**config.mk**
```make
export PLATFORM = sky130hd
export DESIGN_NAME = status_poller
export DESIGN_NICKNAME = d
export VERILOG_FILES = /design/src/rtl/poll_pkg.sv /design/src/rtl/poll_tick.sv /design/src/rtl/poll_spi_xfer.sv /design/src/rtl/poll_ctrl.sv /design/src/rtl/status_poller.sv
export SDC_FILE = /design/constraint.sdc
export NUM_CORES = 1
export LEC_CHECK = 0
export ABC_CLOCK_PERIOD_IN_PS = 11500
export CAP_MARGIN = 20
export CORE_MARGIN = 4
export CORE_UTILIZATION = 49
export CTS_BUF_LIST = sky130_fd_sc_hd__clkbuf_8 sky130_fd_sc_hd__clkbuf_16
export CTS_CLUSTER_SIZE = 28
export DETAILED_ROUTE_END_ITERATION = 12
export DONT_BUFFER_PORTS = 1
export PLACE_DENSITY = 0.62
export SYNTH_ARGS = -nofsm -noshare
export SYNTH_HDL_FRONTEND = slang
export SYNTH_SLANG_ARGS = --single-unit
export TNS_END_PERCENT = 30
```
**constraint.sdc**
```tcl
create_clock -name clk -period 11.5 [get_ports clk]
set_input_delay 1.15 -clock clk [delete_from_list [all_inputs] [get_ports clk]]
set_output_delay 1.15 -clock clk [all_outputs]
set_load 0.02 [all_outputs]
```
**src/rtl/poll_pkg.sv**
```systemverilog
package poll_pkg;
  typedef enum logic [1:0] {
    RES_OK       = 2'd0,
    RES_TIMEOUT  = 2'd1,
    RES_INVALID  = 2'd2,
    RES_XFER_ERR = 2'd3
  } res_e;

  typedef enum logic [2:0] {
    ST_IDLE,
    ST_INIT,
    ST_XFER,
    ST_GUARD,
    ST_GAP
  } st_e;

  typedef struct packed {
    logic [7:0]  opcode;
    logic        two_byte;
    logic [15:0] mask;
    logic [15:0] match;
    logic        auto_stop;
  } job_t;
endpackage

```
**src/rtl/poll_tick.sv**
```systemverilog
module poll_tick #(
  parameter int unsigned DIV = 100
) (
  input  logic clk,
  input  logic rst_n,
  input  logic clr,
  output logic tick
);
  localparam int unsigned PW = (DIV > 1) ? $clog2(DIV) : 1;
  localparam logic [PW-1:0] LAST = PW'(DIV - 1);

  logic [PW-1:0] cnt;

  always_ff @(posedge clk or negedge rst_n) begin
    if (!rst_n)                     cnt <= '0;
    else if (clr || cnt == LAST)    cnt <= '0;
    else                            cnt <= cnt + 1'b1;
  end

  assign tick = (cnt == LAST) && !clr;

  generate
    if (DIV > 1) begin : g_spacing
      // ticks never come back to back when the divider is above one
      assert_tick_spacing_R5: assert property (@(posedge clk) disable iff (!rst_n)
        tick |=> !tick);
    end
  endgenerate
endmodule

```
**src/rtl/poll_spi_xfer.sv**
```systemverilog
module poll_spi_xfer #(
  parameter int unsigned DIVW = 4
) (
  input  logic            clk,
  input  logic            rst_n,
  input  logic            go,
  input  logic [7:0]      opcode,
  input  logic            two_byte,
  input  logic [DIVW-1:0] half_div,
  input  logic            miso,
  output logic            sclk,
  output logic            cs_n,
  output logic            mosi,
  output logic            done,
  output logic [15:0]     rx_word
);
  logic            active;
  logic            two_q;
  logic [DIVW-1:0] hcnt;
  logic [DIVW-1:0] half_eff;
  logic [4:0]      bitcnt;
  logic [4:0]      last_bit;
  logic [23:0]     tx;
  logic [15:0]     rx;

  assign half_eff = (half_div == '0) ? DIVW'(1) : half_div;
  assign last_bit = two_q ? 5'd23 : 5'd15;

  always_ff @(posedge clk or negedge rst_n) begin
    if (!rst_n) begin
      active <= 1'b0; cs_n <= 1'b1; sclk <= 1'b0; mosi <= 1'b0;
      done <= 1'b0; hcnt <= '0; bitcnt <= '0; tx <= '0; rx <= '0; two_q <= 1'b0;
    end else begin
      done <= 1'b0;
      if (!active) begin
        if (go) begin
          active <= 1'b1; cs_n <= 1'b0; sclk <= 1'b0;
          hcnt <= '0; bitcnt <= '0;
          tx <= {opcode, 16'h0000}; mosi <= opcode[7];
          two_q <= two_byte; rx <= '0;
        end
      end else if (hcnt == half_eff - DIVW'(1)) begin
        hcnt <= '0;
        if (!sclk) begin
          sclk <= 1'b1;
          rx   <= {rx[14:0], miso};
        end else begin
          sclk <= 1'b0;
          if (bitcnt == last_bit) begin
            active <= 1'b0; cs_n <= 1'b1; done <= 1'b1; mosi <= 1'b0;
          end else begin
            bitcnt <= bitcnt + 5'd1;
            tx     <= {tx[22:0], 1'b0};
            mosi   <= tx[22];
          end
        end
      end else begin
        hcnt <= hcnt + 1'b1;
      end
    end
  end

  assign rx_word = two_q ? rx : {8'h00, rx[7:0]};

  // clock parked low while deselected
  assert_sclk_parked_R13: assert property (@(posedge clk) disable iff (!rst_n)
    cs_n |-> !sclk);
  // completion pulse only once the device is released
  assert_done_released_R3: assert property (@(posedge clk) disable iff (!rst_n)
    done |-> cs_n);
endmodule

```
**src/rtl/poll_ctrl.sv**
```systemverilog
module poll_ctrl
  import poll_pkg::*;
#(
  parameter int unsigned CW   = 16,
  parameter int unsigned DIVW = 4
) (
  input  logic            clk,
  input  logic            rst_n,
  input  logic            start,
  input  logic [7:0]      cfg_opcode,
  input  logic [1:0]      cfg_len,
  input  logic            cfg_dir_in,
  input  logic [15:0]     cfg_mask,
  input  logic [15:0]     cfg_match,
  input  logic [CW-1:0]   cfg_init_dly,
  input  logic [CW-1:0]   cfg_interval,
  input  logic [CW-1:0]   cfg_timeout,
  input  logic [DIVW-1:0] cfg_half_div,
  input  logic            cfg_auto_stop,
  input  logic            match_clr,
  input  logic            xfer_fault,
  input  logic            tick,
  input  logic            eng_done,
  input  logic [15:0]     eng_data,
  output logic            tick_clr,
  output logic            go,
  output logic [7:0]      job_opcode,
  output logic            job_two_byte,
  output logic [DIVW-1:0] job_half,
  output logic            busy,
  output logic            done,
  output logic [1:0]      result,
  output logic [15:0]     status_out,
  output logic            match_flag
);
  localparam int unsigned GW = DIVW + 1;

  st_e             st;
  job_t            job;
  res_e            res_q, fin_res, end_res;
  logic [CW-1:0]   init_q, int_q, tmo_q, dcnt, tcnt;
  logic [DIVW-1:0] half_q, half_eff;
  logic [GW-1:0]   gcnt, guard_last;
  logic            seen_q, fault_q;
  logic            valid, expired, hit;
  logic            fin, to_xfer, to_guard, set_match;

  assign valid      = (cfg_len == 2'd1 || cfg_len == 2'd2) && cfg_dir_in;
  assign tick_clr   = start && (st == ST_IDLE);
  assign expired    = (tcnt >= tmo_q);
  assign hit        = ((eng_data & job.mask) == job.match);
  assign half_eff   = (half_q == '0) ? DIVW'(1) : half_q;
  assign guard_last = ({1'b0, half_eff} << 1) - GW'(1);
  assign end_res    = seen_q ? RES_OK : RES_TIMEOUT;

  always_comb begin
    fin = 1'b0; fin_res = RES_OK; to_xfer = 1'b0; to_guard = 1'b0; set_match = 1'b0;
    case (st)
      ST_INIT, ST_GAP: begin
        if (expired) begin
          fin = 1'b1; fin_res = end_res;
        end else if (dcnt >= ((st == ST_INIT) ? init_q : int_q)) begin
          to_xfer = 1'b1;
        end
      end
      ST_XFER: begin
        if (eng_done) begin
          if (fault_q || xfer_fault) begin
            fin = 1'b1; fin_res = RES_XFER_ERR;
          end else if (hit) begin
            set_match = 1'b1;
            if (job.auto_stop || expired) begin fin = 1'b1; fin_res = RES_OK; end
            else to_guard = 1'b1;
          end else if (expired) begin
            fin = 1'b1; fin_res = end_res;
          end else begin
            to_guard = 1'b1;
          end
        end
      end
      default: ;
    endcase
  end

  always_ff @(posedge clk or negedge rst_n) begin
    if (!rst_n) begin
      st <= ST_IDLE; job <= '0; res_q <= RES_OK;
      init_q <= '0; int_q <= '0; tmo_q <= '0; dcnt <= '0; tcnt <= '0;
      half_q <= '0; gcnt <= '0; seen_q <= 1'b0; fault_q <= 1'b0;
      busy <= 1'b0; done <= 1'b0; go <= 1'b0; status_out <= '0; match_flag <= 1'b0;
    end else begin
      done <= 1'b0;
      go   <= 1'b0;
      if (set_match)      match_flag <= 1'b1;
      else if (match_clr) match_flag <= 1'b0;
      if (st != ST_IDLE && tick && tcnt != '1) tcnt <= tcnt + 1'b1;
      case (st)
        ST_IDLE: if (start) begin
          job <= '{opcode: cfg_opcode, two_byte: (cfg_len == 2'd2), mask: cfg_mask,
                   match: cfg_match, auto_stop: cfg_auto_stop};
          init_q <= cfg_init_dly; int_q <= cfg_interval; tmo_q <= cfg_timeout;
          half_q <= cfg_half_div;
          if (!valid) begin
            done <= 1'b1; res_q <= RES_INVALID;
          end else begin
            st <= ST_INIT; busy <= 1'b1; dcnt <= '0; tcnt <= '0; seen_q <= 1'b0;
          end
        end
        ST_INIT, ST_GAP: if (!fin && !to_xfer && tick) dcnt <= dcnt + 1'b1;
        ST_GUARD: begin
          if (gcnt == guard_last) begin st <= ST_GAP; dcnt <= '0; end
          else gcnt <= gcnt + 1'b1;
        end
        ST_XFER: begin
          if (xfer_fault) fault_q <= 1'b1;
          if (eng_done)   status_out <= eng_data;
        end
        default: st <= ST_IDLE;
      endcase
      if (to_xfer)   begin st <= ST_XFER; go <= 1'b1; fault_q <= 1'b0; end
      if (to_guard)  begin st <= ST_GUARD; gcnt <= '0; end
      if (set_match) seen_q <= 1'b1;
      if (fin)       begin st <= ST_IDLE; busy <= 1'b0; done <= 1'b1; res_q <= fin_res; end
    end
  end

  assign result       = res_q;
  assign job_opcode   = job.opcode;
  assign job_two_byte = job.two_byte;
  assign job_half     = half_q;

  // busy is already low in the done cycle
  assert_done_not_busy_R12: assert property (@(posedge clk) disable iff (!rst_n)
    done |-> !busy);
  // a start during a run leaves the captured job untouched
  assert_start_ignored_R12: assert property (@(posedge clk) disable iff (!rst_n)
    (busy && start) |=> $stable(job));
  // a bad configuration is answered at once with the invalid code
  assert_invalid_cfg_R2: assert property (@(posedge clk) disable iff (!rst_n)
    (start && !busy && !valid) |=> (done && !busy && result == RES_INVALID));
  // flag holds unless cleared
  assert_flag_sticky_R9: assert property (@(posedge clk) disable iff (!rst_n)
    (match_flag && !match_clr) |=> match_flag);
  // a falling flag always follows a clear request
  assert_flag_clear_src_R9: assert property (@(posedge clk) disable iff (!rst_n)
    $fell(match_flag) |-> $past(match_clr));
endmodule

```
**src/rtl/status_poller.sv**
```systemverilog
module status_poller
  import poll_pkg::*;
#(
  parameter int unsigned TICK_DIV = 100,
  parameter int unsigned CW       = 16,
  parameter int unsigned DIVW     = 4
) (
  input  logic            clk,
  input  logic            rst_n,
  input  logic            start,
  input  logic [7:0]      cfg_opcode,
  input  logic [1:0]      cfg_len,
  input  logic            cfg_dir_in,
  input  logic [15:0]     cfg_mask,
  input  logic [15:0]     cfg_match,
  input  logic [CW-1:0]   cfg_init_dly,
  input  logic [CW-1:0]   cfg_interval,
  input  logic [CW-1:0]   cfg_timeout,
  input  logic [DIVW-1:0] cfg_half_div,
  input  logic            cfg_auto_stop,
  input  logic            irq_en,
  input  logic            match_clr,
  input  logic            xfer_fault,
  input  logic            spi_miso,
  output logic            busy,
  output logic            done,
  output logic [1:0]      result,
  output logic [15:0]     status_out,
  output logic            match_flag,
  output logic            irq,
  output logic            spi_sclk,
  output logic            spi_cs_n,
  output logic            spi_mosi
);
  logic            tick, tick_clr, go, eng_done, job_two_byte;
  logic [7:0]      job_opcode;
  logic [DIVW-1:0] job_half;
  logic [15:0]     eng_data;

  poll_tick #(.DIV(TICK_DIV)) u_tick (
    .clk(clk), .rst_n(rst_n), .clr(tick_clr), .tick(tick));

  poll_ctrl #(.CW(CW), .DIVW(DIVW)) u_ctrl (
    .clk(clk), .rst_n(rst_n), .start(start),
    .cfg_opcode(cfg_opcode), .cfg_len(cfg_len), .cfg_dir_in(cfg_dir_in),
    .cfg_mask(cfg_mask), .cfg_match(cfg_match), .cfg_init_dly(cfg_init_dly),
    .cfg_interval(cfg_interval), .cfg_timeout(cfg_timeout), .cfg_half_div(cfg_half_div),
    .cfg_auto_stop(cfg_auto_stop), .match_clr(match_clr), .xfer_fault(xfer_fault),
    .tick(tick), .eng_done(eng_done), .eng_data(eng_data),
    .tick_clr(tick_clr), .go(go), .job_opcode(job_opcode), .job_two_byte(job_two_byte),
    .job_half(job_half), .busy(busy), .done(done), .result(result),
    .status_out(status_out), .match_flag(match_flag));

  poll_spi_xfer #(.DIVW(DIVW)) u_xfer (
    .clk(clk), .rst_n(rst_n), .go(go), .opcode(job_opcode), .two_byte(job_two_byte),
    .half_div(job_half), .miso(spi_miso), .sclk(spi_sclk), .cs_n(spi_cs_n),
    .mosi(spi_mosi), .done(eng_done), .rx_word(eng_data));

  assign irq = match_flag & irq_en;

  // the device is selected only inside a run
  assert_cs_only_busy_R3: assert property (@(posedge clk) disable iff (!rst_n)
    !busy |-> spi_cs_n);
  // a select edge never starts outside a run
  assert_cs_fall_busy_R2: assert property (@(posedge clk) disable iff (!rst_n)
    $fell(spi_cs_n) |-> busy);
endmodule

```
==> flow_summary.yaml, run 1 <==
clocking:
  cts.repair_timing.setup_buffer_count: 0
  clock_path_buffers: 3
  clk_pin_slew_ps: 60
  hold_buffers: 0
  cts_resized: 0
  cts_tree: "yes"
  clock-root-buffer: "clkbuf_16"
  htree_levels: 1
  clkSinkCount: 203
  insertion_delay_ps: 510
  cts_buffers: 23
yosys:
  synth_cells: 1106
  yosysSeqAreaShare_pct: 50.8
  synth.area.top_cells: "dfrtp_1, nand2_1, ha_1, o21ai_0, mux2i_1"
  synthDistinctLibCells: 67
  ys_ff_latch: 203
  async_reset_ff_share_pct: 100
  synth_flop_cell: "dfrtp_1"
  netlist_area_um2: 10000
  yosys.area.top_type: "dfrtp_1"
  synth_edf_count: 0
  synth_top_area_share_pct: 50.6
  syn-num-nets: 1249
  yosys_warnings: 0
  post_synth.cell_area_avg_um2: 9.04
layout:
  drive_above_1_share_pct: 5.06
  mostFrequentLayoutCell: "nand2_1"
  layout_common_cells: "nand2_1, dfrtp_1, o21ai_0, nor2_1, inv_1"
  area_growth_syn_to_layout_pct: 9.65
  nets: 1233
  antenna_cells: 0
place:
  port_buffers: 0
  gp_congestion: 0.794
  hpwl_mm: 15.7
floorplanning:
  dieHeight_um: 151
  placeableCoreArea_um2: 19800
  rows: 51
  fp.dieArea_um2: 22700
  die_width_um: 151
  ioPinCount: 128
  start_util_pct: 50.5
critical_path:
  crit_path_end_kind: "register"
  cp-start-kind: "register"
  cp.arrival_ps: 4690
  worst_ep_required_time_ps: 11880
  critPathKind: "reg2reg"
  path_max_fanout: 27
power:
  worst_ir_drop_vdd_mv: 0.0993
  power_mw: 1.44
  power_density_nw_per_um2: 132
  p_leak_nw: 5.32
status:
  status: "finished clean"
detailed_routing:
  wl_mm: 23.0
  met1_length_mm: 10.2
  drt_iter0_markers: 405
  wl_per_cell_um: 16.8
  wl_met2_mm: 11.0
  viasPerCell: 5.42
  drcViolationCount: 0
  ant_nets: 0
  vias: 7430
  wl_met3_mm: 1.35
  dr.pass1.iters: 4
  dr.max_layer_used: "met4"
timing:
  hold_violations: 0
  fin_setup_tns_ps: 0
  fin_worst_skew_ps: 11.3
  fin_crit_sh_pct: 37.5
  fin_crit_ps: 4310
  tightestPinTransition_ps: 1030
  timing.fmax_mhz: 232
  slew_headroom_pct: 31.1
  rsz0062_at_grt: "no"
  maxSlewViolCount: 0
  setup_viol: 0
global_routing:
  grt_max_degree: 204
  grt_util_all_layers_pct: 20.5
  grt_pass1_vias: 7256
  antenna_found_initial: 0
  grt_pass1_wl_mm: 37.6
  overflow: 0
min_path:
  hp-class: "in2async"
run:
  cap_viol_max_count: 0
## critical path, cell delays in order (launching register included)
cell and delay (ps):
dfrtp_1 430, nand2b_1 270, nor2_2 820, mux2_2 420, ha_1 270, nor2b_1 40, o21ai_0 150, a21oi_1 100
o41ai_1 490, a21o_1 690, nor3_1 150, mux2_1 340
## registers in the layout (all words and copies together), names as in the netlist, 5 cells and up
| register | flops |
|---|---|
| u_ctrl.job_opcode | 8 |
| u_ctrl.dcnt | 16 |
| u_ctrl.int_q | 16 |
| u_xfer.rx | 16 |
| u_ctrl.tcnt | 16 |
| u_ctrl.init_q | 16 |
| u_xfer.tx | 7 |
| u_ctrl.job | 33 |
| u_tick.cnt | 7 |
| u_ctrl.tmo_q | 16 |
| u_ctrl.gcnt | 5 |
| u_ctrl.status_out | 16 |
| u_xfer.bitcnt | 5 |
## power breakdown
group / switching [mW] / internal [mW] / leakage (nW)
combinational: 0.000692 / 0.000787 / 2.33
clock: 0.288 / 0.439 / 0.409
sequential: 0.0000000000000000381 / 0.714 / 2.58
## Yosys cell counts, types with 3 or more instances
master,instances
a21boi_0,3
a21o_1,4
a21oi_1,39
a22o_1,5
a31oi_1,11
and2_1,5
and3_1,12
and3b_1,3
and4_1,12
clkbuf_1,40
dfrtp_1,202
ha_1,40
inv_1,35
mux2_2,3
mux2i_1,23
nand2_1,361
nand2b_1,10
nand3_1,30
nand4_1,14
nor2_1,54
nor2b_1,5
nor3_1,10
o21ai_0,66
o22ai_1,5
o31ai_1,16
or3_1,8
or4_1,13
xnor2_1,15
xor2_1,13
## through the flow
step | hold WS [ps] | util, % | instance area, µm² | cells | setup WS (ps)
after floorplan | 439 | - | 10000 | 1106 | 7810
after detailed placement | 464 | 51.4 | 10200 | 1329 | 7180
after global routing | 328 | 55.4 | 11000 | 1372 | 6870
final | 354 | 55.4 | 11000 | 1372 | 7190
after CTS | 327 | 55.3 | 10900 | 1371 | 7190
after global placement | 459 | 51.4 | 10200 | 1329 | 7350
## final cells by class
| class | instances | area, µm² |
|---|---|---|
| Fill cell | 1807 | 8820 |
| Sequential cell | 203 | 5080 |
| Multi-Input combinational cell | 821 | 4600 |
| Clock buffer | 28 | 644 |
| Tap cell | 265 | 332 |
| Inverter | 35 | 131 |
| Clock inverter | 14 | 111 |
| Timing Repair Buffer | 6 | 65.1 |
## path summary, 6_finish.rpt
check                                      from                   end  slack (ps)  depth (start not counted)
min reg2reg                u_ctrl.job_opcode[3]  u_ctrl.job_opcode[3]         470                          2
max in group asynchronous                 rst_n           u_xfer.cs_n       10800                          0
min in group clk           u_ctrl.job_opcode[3]  u_ctrl.job_opcode[3]         470                          2
min                                       rst_n       u_ctrl.tmo_q[0]         350                          0
max reg2reg                        u_ctrl.st[2]       u_ctrl.dcnt[12]        7190                         11
max                                u_ctrl.st[2]       u_ctrl.dcnt[12]        7190                         11
## routing by layer
layer | global-route usage (%) | vias up
met5 | 0 | -
met4 | 4.22 | 0
met3 | 4.94 | 32
met2 | 33.7 | 134
met1 | 27.9 | 3514
li1 | - | 3750
## kinds of logic (layout without fill, tap and decap cells)
kind of cell               count (synthesis)  in the layout  synth area share [%]
xor gates and xnor gates                  29             29                  2.68
muxes                                     28             28                  2.87
buffers and inverters                     82             83                  3.27
adders and majority gates                 40             40                  5.01
DFF                                      203            203                  50.8
and+or+nand+nor                          553            553                  24.9
AOI/OAI and AO/OA                        171            171                  10.5
Power figures use the tool's default switching activity.
==> run 2, diff against run 1 <==
--- a/config.mk
+++ b/config.mk
@@ -5,7 +5,7 @@
 export SDC_FILE = /design/constraint.sdc
 export NUM_CORES = 1
 export LEC_CHECK = 0
-export ABC_CLOCK_PERIOD_IN_PS = 11500
+export ABC_CLOCK_PERIOD_IN_PS = 3600
 export CAP_MARGIN = 20
 export CORE_MARGIN = 4
 export CORE_UTILIZATION = 49
@@ -13,7 +13,7 @@
 export CTS_CLUSTER_SIZE = 28
 export DETAILED_ROUTE_END_ITERATION = 12
 export DONT_BUFFER_PORTS = 1
-export PLACE_DENSITY = 0.62
+export PLACE_DENSITY = 0.64
 export SYNTH_ARGS = -nofsm -noshare
 export SYNTH_HDL_FRONTEND = slang
 export SYNTH_SLANG_ARGS = --single-unit
==> constraint.sdc (replaced) <==
create_clock -name clk -period 3.6 [get_ports clk]
set_input_delay 0.36 -clock clk [delete_from_list [all_inputs] [get_ports clk]]
set_output_delay 0.36 -clock clk [all_outputs]
set_load 0.02 [all_outputs]
==> run 2 against run 1 <==
The flow now finishes with violations (hold timing). Global-route usage up 1.2 points. Non-clock buffer count rose by 105. Setup slack worse by 6900 ps. Core utilization up 4.9 points. First-iteration DRC count up 16%. Clock-buffer cell count shrank 1. Via count up 6.9%. Final cell count increased by 7.4%.
==> flow_summary.yaml, run 2 (synthesis results as in run 1) <==
floorplanning:
  rows: 51
  ioPinCount: 128
  start_util_pct: 50.5
  die_width_um: 151
  fp.dieArea_um2: 22700
  dieHeight_um: 151
  placeableCoreArea_um2: 19800
timing:
  rsz0062_at_grt: "no"
  timing.fmax_mhz: 307
  fin_crit_sh_pct: 90.5
  fin_crit_ps: 3260
  slew_headroom_pct: 48.5
  setup_viol: 0
  fin_worst_skew_ps: 10.9
  hold_violations: 203
  maxSlewViolCount: 0
  fin_worst_hold_slack_ps: -449
  tightestPinTransition_ps: 773
  fin_setup_tns_ps: 0
place:
  hpwl_mm: 15.7
  placed_area_um2: 10300
  dp.cells: 1342
  gp_congestion: 0.807
  port_buffers: 0
detailed_routing:
  viasPerCell: 5.39
  wl_mm: 24.0
  drcViolationCount: 0
  dr.pass1.iters: 5
  drt_iter0_markers: 468
  vias: 7939
  wl_per_cell_um: 16.3
  ant_nets: 0
clocking:
  hold_buffers: 93
  clock_path_buffers: 3
  cts.repair_timing.setup_buffer_count: 0
  cts_tree: "yes"
  cts_buffers: 23
  clkSinkCount: 203
  clock-root-buffer: "clkbuf_16"
  htree_levels: 1
  clk_pin_slew_ps: 60
  insertion_delay_ps: 510
global_routing:
  grt_max_degree: 204
  overflow: 0
  grt_pass1_wl_mm: 40.0
  grt_pass1_vias: 7891
  grt_util_all_layers_pct: 21.7
  antenna_found_initial: 0
layout:
  antenna_cells: 0
  drive_above_1_share_pct: 5.79
  fin_area_um2: 11900
  fin_util_pct: 60.3
  largest_reg_flops: 33
  layout_common_cells: "nand2_1, dfrtp_1, dlygate4sd3_1, o21ai_0, nor2_1"
  nets: 1338
  mostFrequentLayoutCell: "nand2_1"
  stdcell_count: 1473
  top_register: "u_ctrl.job"
  area_growth_syn_to_layout_pct: 19.3
critical_path:
  cp_num_buf_inv: 2
  worstSetupPathDepth: 13
  cp_top_family: "compound AO/OA/AOI/OAI gates"
  worst_ep_required_time_ps: 4030
  path_max_fanout: 27
  crit_path_end: "u_ctrl.dcnt[15]"
  cp.arrival_ps: 3690
  cp-start-kind: "register"
  reg2reg_depth: 13
  r2r_slack_ps: 340
  rr_startpoint: "u_ctrl.st[2]"
  critPathKind: "reg2reg"
  crit_chain: "nand2b_1 -> nor2_2 -> buf_4 -> mux2i_1 -> ha_1 -> a2111oi_1 -> nand2_1 -> a21oi_1 -> o41ai_1 -> a21o_1 -> buf_4 -> or4_1 -> a21oi_1"
  cp_slowest_cell: "or4_1"
  crit_path_end_kind: "register"
  worstReg2RegEnd: "u_ctrl.dcnt[15]"
  critical_path.max_stage_delay_ps: 520
  crit_start: "u_ctrl.st[2]"
power:
  power_density_nw_per_um2: 386
  worst_ir_drop_vdd_mv: 0.304
  p_leak_nw: 5.73
min_path:
  hp-class: "in2async"
run:
  cap_viol_max_count: 0
status:
  status: "finished with violations"
  violations: "hold timing"
## run 2: cell count changes in the layout (fill, tap and decap cells not counted), moves of 3 or more
cell,delta
dlygate4sd3_1,+93
buf_4,+13
inv_1,-6
clkinv_2,+3
## run 2: area by class of cell
class | count | area (µm²)
clock inverters | 11 | 82.6
clock buffers | 27 | 631
repair buffers | 111 | 1070
multi-input cells | 821 | 4600
fillers | 1680 | 7860
well taps | 265 | 332
flip-flops and latches | 203 | 5080
inverters | 35 | 131
## run 2: power breakdown
group / switching (mW) / internal, mW
Clock: 0.923 / 1.31
Combinational: 0.0197 / 0.0697
Sequential: 0.000000000000000113 / 2.28
Total: 0.943 / 3.66
## run 2: routing by layer
metal	GRT usage, %	wire [µm]
met1	28.7	10300
met2	37.0	12000
met3	4.16	1130
met4	5.44	538
met5	0	0
## run 2: how the worst min path moves through the flow
stage | from | to | slack, ps | cells past startpoint
6_report | rst_n | u_tick.cnt[2] | -450 | 0
5_1_grt | rst_n | u_tick.cnt[3] | -470 | 0
2_1_floorplan | rst_n | u_ctrl.busy | 60 | 0
3_5_place_dp | rst_n | u_tick.cnt[3] | 80 | 0
3_3_place_gp | rst_n | u_ctrl.tmo_q[2] | 80 | 0
4_1_cts | rst_n | u_ctrl.match_flag | -460 | 0
## run 2: repair_timing
item	CTS	global route
endpoints found under the hold margin	296	203
resized for setup	0	1
endpoints found under the setup margin	0	1
## run 2: stage by stage
stage               power, mW  worst slack, ps
finish                   4.61              340
CTS                      4.65              319
global route             4.76             3.33
detailed placement       2.33              327
global placement         2.33              455
floorplan                2.33             91.6
==> run 3, diff against run 2 <==
--- a/config.mk
+++ b/config.mk
@@ -13,7 +13,8 @@
 export CTS_CLUSTER_SIZE = 28
 export DETAILED_ROUTE_END_ITERATION = 12
 export DONT_BUFFER_PORTS = 1
-export PLACE_DENSITY = 0.64
+export GPL_TIMING_DRIVEN = 0
+export PLACE_DENSITY_LB_ADDON = 0.2
 export SYNTH_ARGS = -nofsm -noshare
 export SYNTH_HDL_FRONTEND = slang
 export SYNTH_SLANG_ARGS = --single-unit
==> run 3 against run 2 <==
The flow still finishes with violations (hold timing). First-iteration DRC count is 1.1% higher. Register-to-register slack worse by 180 ps. Final cell count is 2.3% higher. Highest routed layer unchanged. Die area stayed put. Largest cell class unchanged. Critical path type unchanged. Combinational power is 2.5% higher. Critical endpoint is now u_ctrl.st[0].
==> flow_summary.yaml, run 3 (synthesis results as in run 1) <==
status:
  status: "finished with violations"
  violations: "hold timing"
place:
  placed_area_um2: 10300
  gp_congestion: 0.833
  port_buffers: 0
  hpwl_mm: 17.1
power:
  p_leak_nw: 5.77
  power_density_nw_per_um2: 391
  worst_ir_drop_vdd_mv: 0.348
timing:
  fin_crit_ps: 3430
  fin_worst_hold_slack_ps: -449
  hold_violations: 203
  rsz0062_at_grt: "no"
  timing.fmax_mhz: 291
  tightestPinTransition_ps: 849
  fin_worst_skew_ps: 14.3
  setup_viol: 0
  fin_crit_sh_pct: 95.4
  slew_headroom_pct: 42.5
  maxSlewViolCount: 0
run:
  cap_viol_max_count: 0
clocking:
  clk_pin_slew_ps: 60
  clkSinkCount: 203
  cts_buffers: 23
  clock-root-buffer: "clkbuf_16"
  insertion_delay_ps: 510
  clock_path_buffers: 3
  cts_tree: "yes"
  htree_levels: 1
  hold_buffers: 92
critical_path:
  cp-start-kind: "register"
  path_max_fanout: 7
  crit_chain: "nand2b_4 -> nor2_4 -> buf_4 -> mux2_2 -> ha_1 -> nor2b_1 -> o21ai_0 -> a21oi_2 -> o41a_1 -> a31oi_1 -> nor3_1 -> or4_1"
  cp_top_family: "compound AO/OA/AOI/OAI gates"
  critPathKind: "reg2reg"
  cp_num_buf_inv: 1
  cp_slowest_cell: "or4_1"
  cp.arrival_ps: 3800
  critical_path.max_stage_delay_ps: 510
  worst_ep_required_time_ps: 3970
  crit_path_end_kind: "register"
floorplanning:
  rows: 51
  placeableCoreArea_um2: 19800
  start_util_pct: 50.5
  dieHeight_um: 151
  ioPinCount: 128
  fp.dieArea_um2: 22700
  die_width_um: 151
detailed_routing:
  vias: 8268
  ant_nets: 0
  viasPerCell: 5.49
  drcViolationCount: 0
  drt_iter0_markers: 473
  wl_per_cell_um: 16.7
  wl_mm: 25.2
  dr.pass1.iters: 5
layout:
  nets: 1368
  antenna_cells: 0
  nFillCells: 1661
  top_register: "u_ctrl.job"
  layout_common_cells: "nand2_1, dfrtp_1, dlygate4sd3_1, o21ai_0, nor2_1"
  area_growth_syn_to_layout_pct: 21.4
  largest_reg_flops: 33
  mostFrequentLayoutCell: "nand2_1"
  drive_above_1_share_pct: 5.96
  fin_area_um2: 12100
min_path:
  hp-class: "in2async"
global_routing:
  antenna_found_initial: 0
  grt_pass1_wl_mm: 41.4
  grt_max_degree: 204
  overflow: 0
  grt_util_all_layers_pct: 22.4
  grt_pass1_vias: 8235
[run 3: path summary, 6_finish.rpt]
| path | depth (start not counted) | startpoint | end | slack [ps] |
|---|---|---|---|---|
| max in group asynchronous | 0 | rst_n | u_xfer.cs_n | 3690 |
| min in group clk | 2 | cfg_timeout[4] | u_ctrl.tmo_q[4] | 20 |
| worst min register to register | 2 | u_ctrl.int_q[9] | u_ctrl.int_q[9] | 470 |
| worst max register to register | 12 | u_ctrl.st[2] | u_ctrl.st[0] | 170 |
| worst min-delay path | 0 | rst_n | u_ctrl.tmo_q[7] | -450 |
| worst max-delay path | 12 | u_ctrl.st[2] | u_ctrl.st[0] | 170 |
[run 3: final cells by class]
cell class / instances / area [µm²] / area share [%]
inverter: 35 / 131 / 1.08
sequential: 203 / 5080 / 41.9
tap: 265 / 332 / 2.73
multi-input combinational: 821 / 4670 / 38.5
clock buffer: 26 / 617 / 5.08
timing repair buffer: 96 / 951 / 7.83
clock inverter: 16 / 158 / 1.30
buffer: 45 / 199 / 1.64
[run 3: per-stage QoR]
stage	setup WS (ps)	TNS, ps	total power, mW	cells	util (%)
floorplan	91.6	0	2.33	1106	-
global placement	-1050	-15850	2.33	1371	52.2
detailed placement	-1070	-15760	2.33	1371	52.2
CTS	34.9	0	4.81	1509	61.1
global route	39.4	0	4.92	1507	61.4
finish	165	0	4.75	1507	61.4
[run 3: routing by layer]
metal  GRT usage, %  share of wire, %
met3           4.37               5.7
met5              0                 0
met4           7.66               3.8
met2           37.5                48
met1           29.3                42
[run 3: timing repair]
action | in CTS | in global routing
setup buffers | 4 | 0
endpoints found under the hold margin | 295 | 203
resized for setup | 10 | 11
endpoints found under the setup margin | 20 | 14
pin swaps | 2 | 3
[run 3: power by group]
group	internal [mW]	switching [mW]
clock	1.44	0.937
combinational	0.0696	0.0220
sequential	2.28	0.000000000000000122
total	3.79	0.959
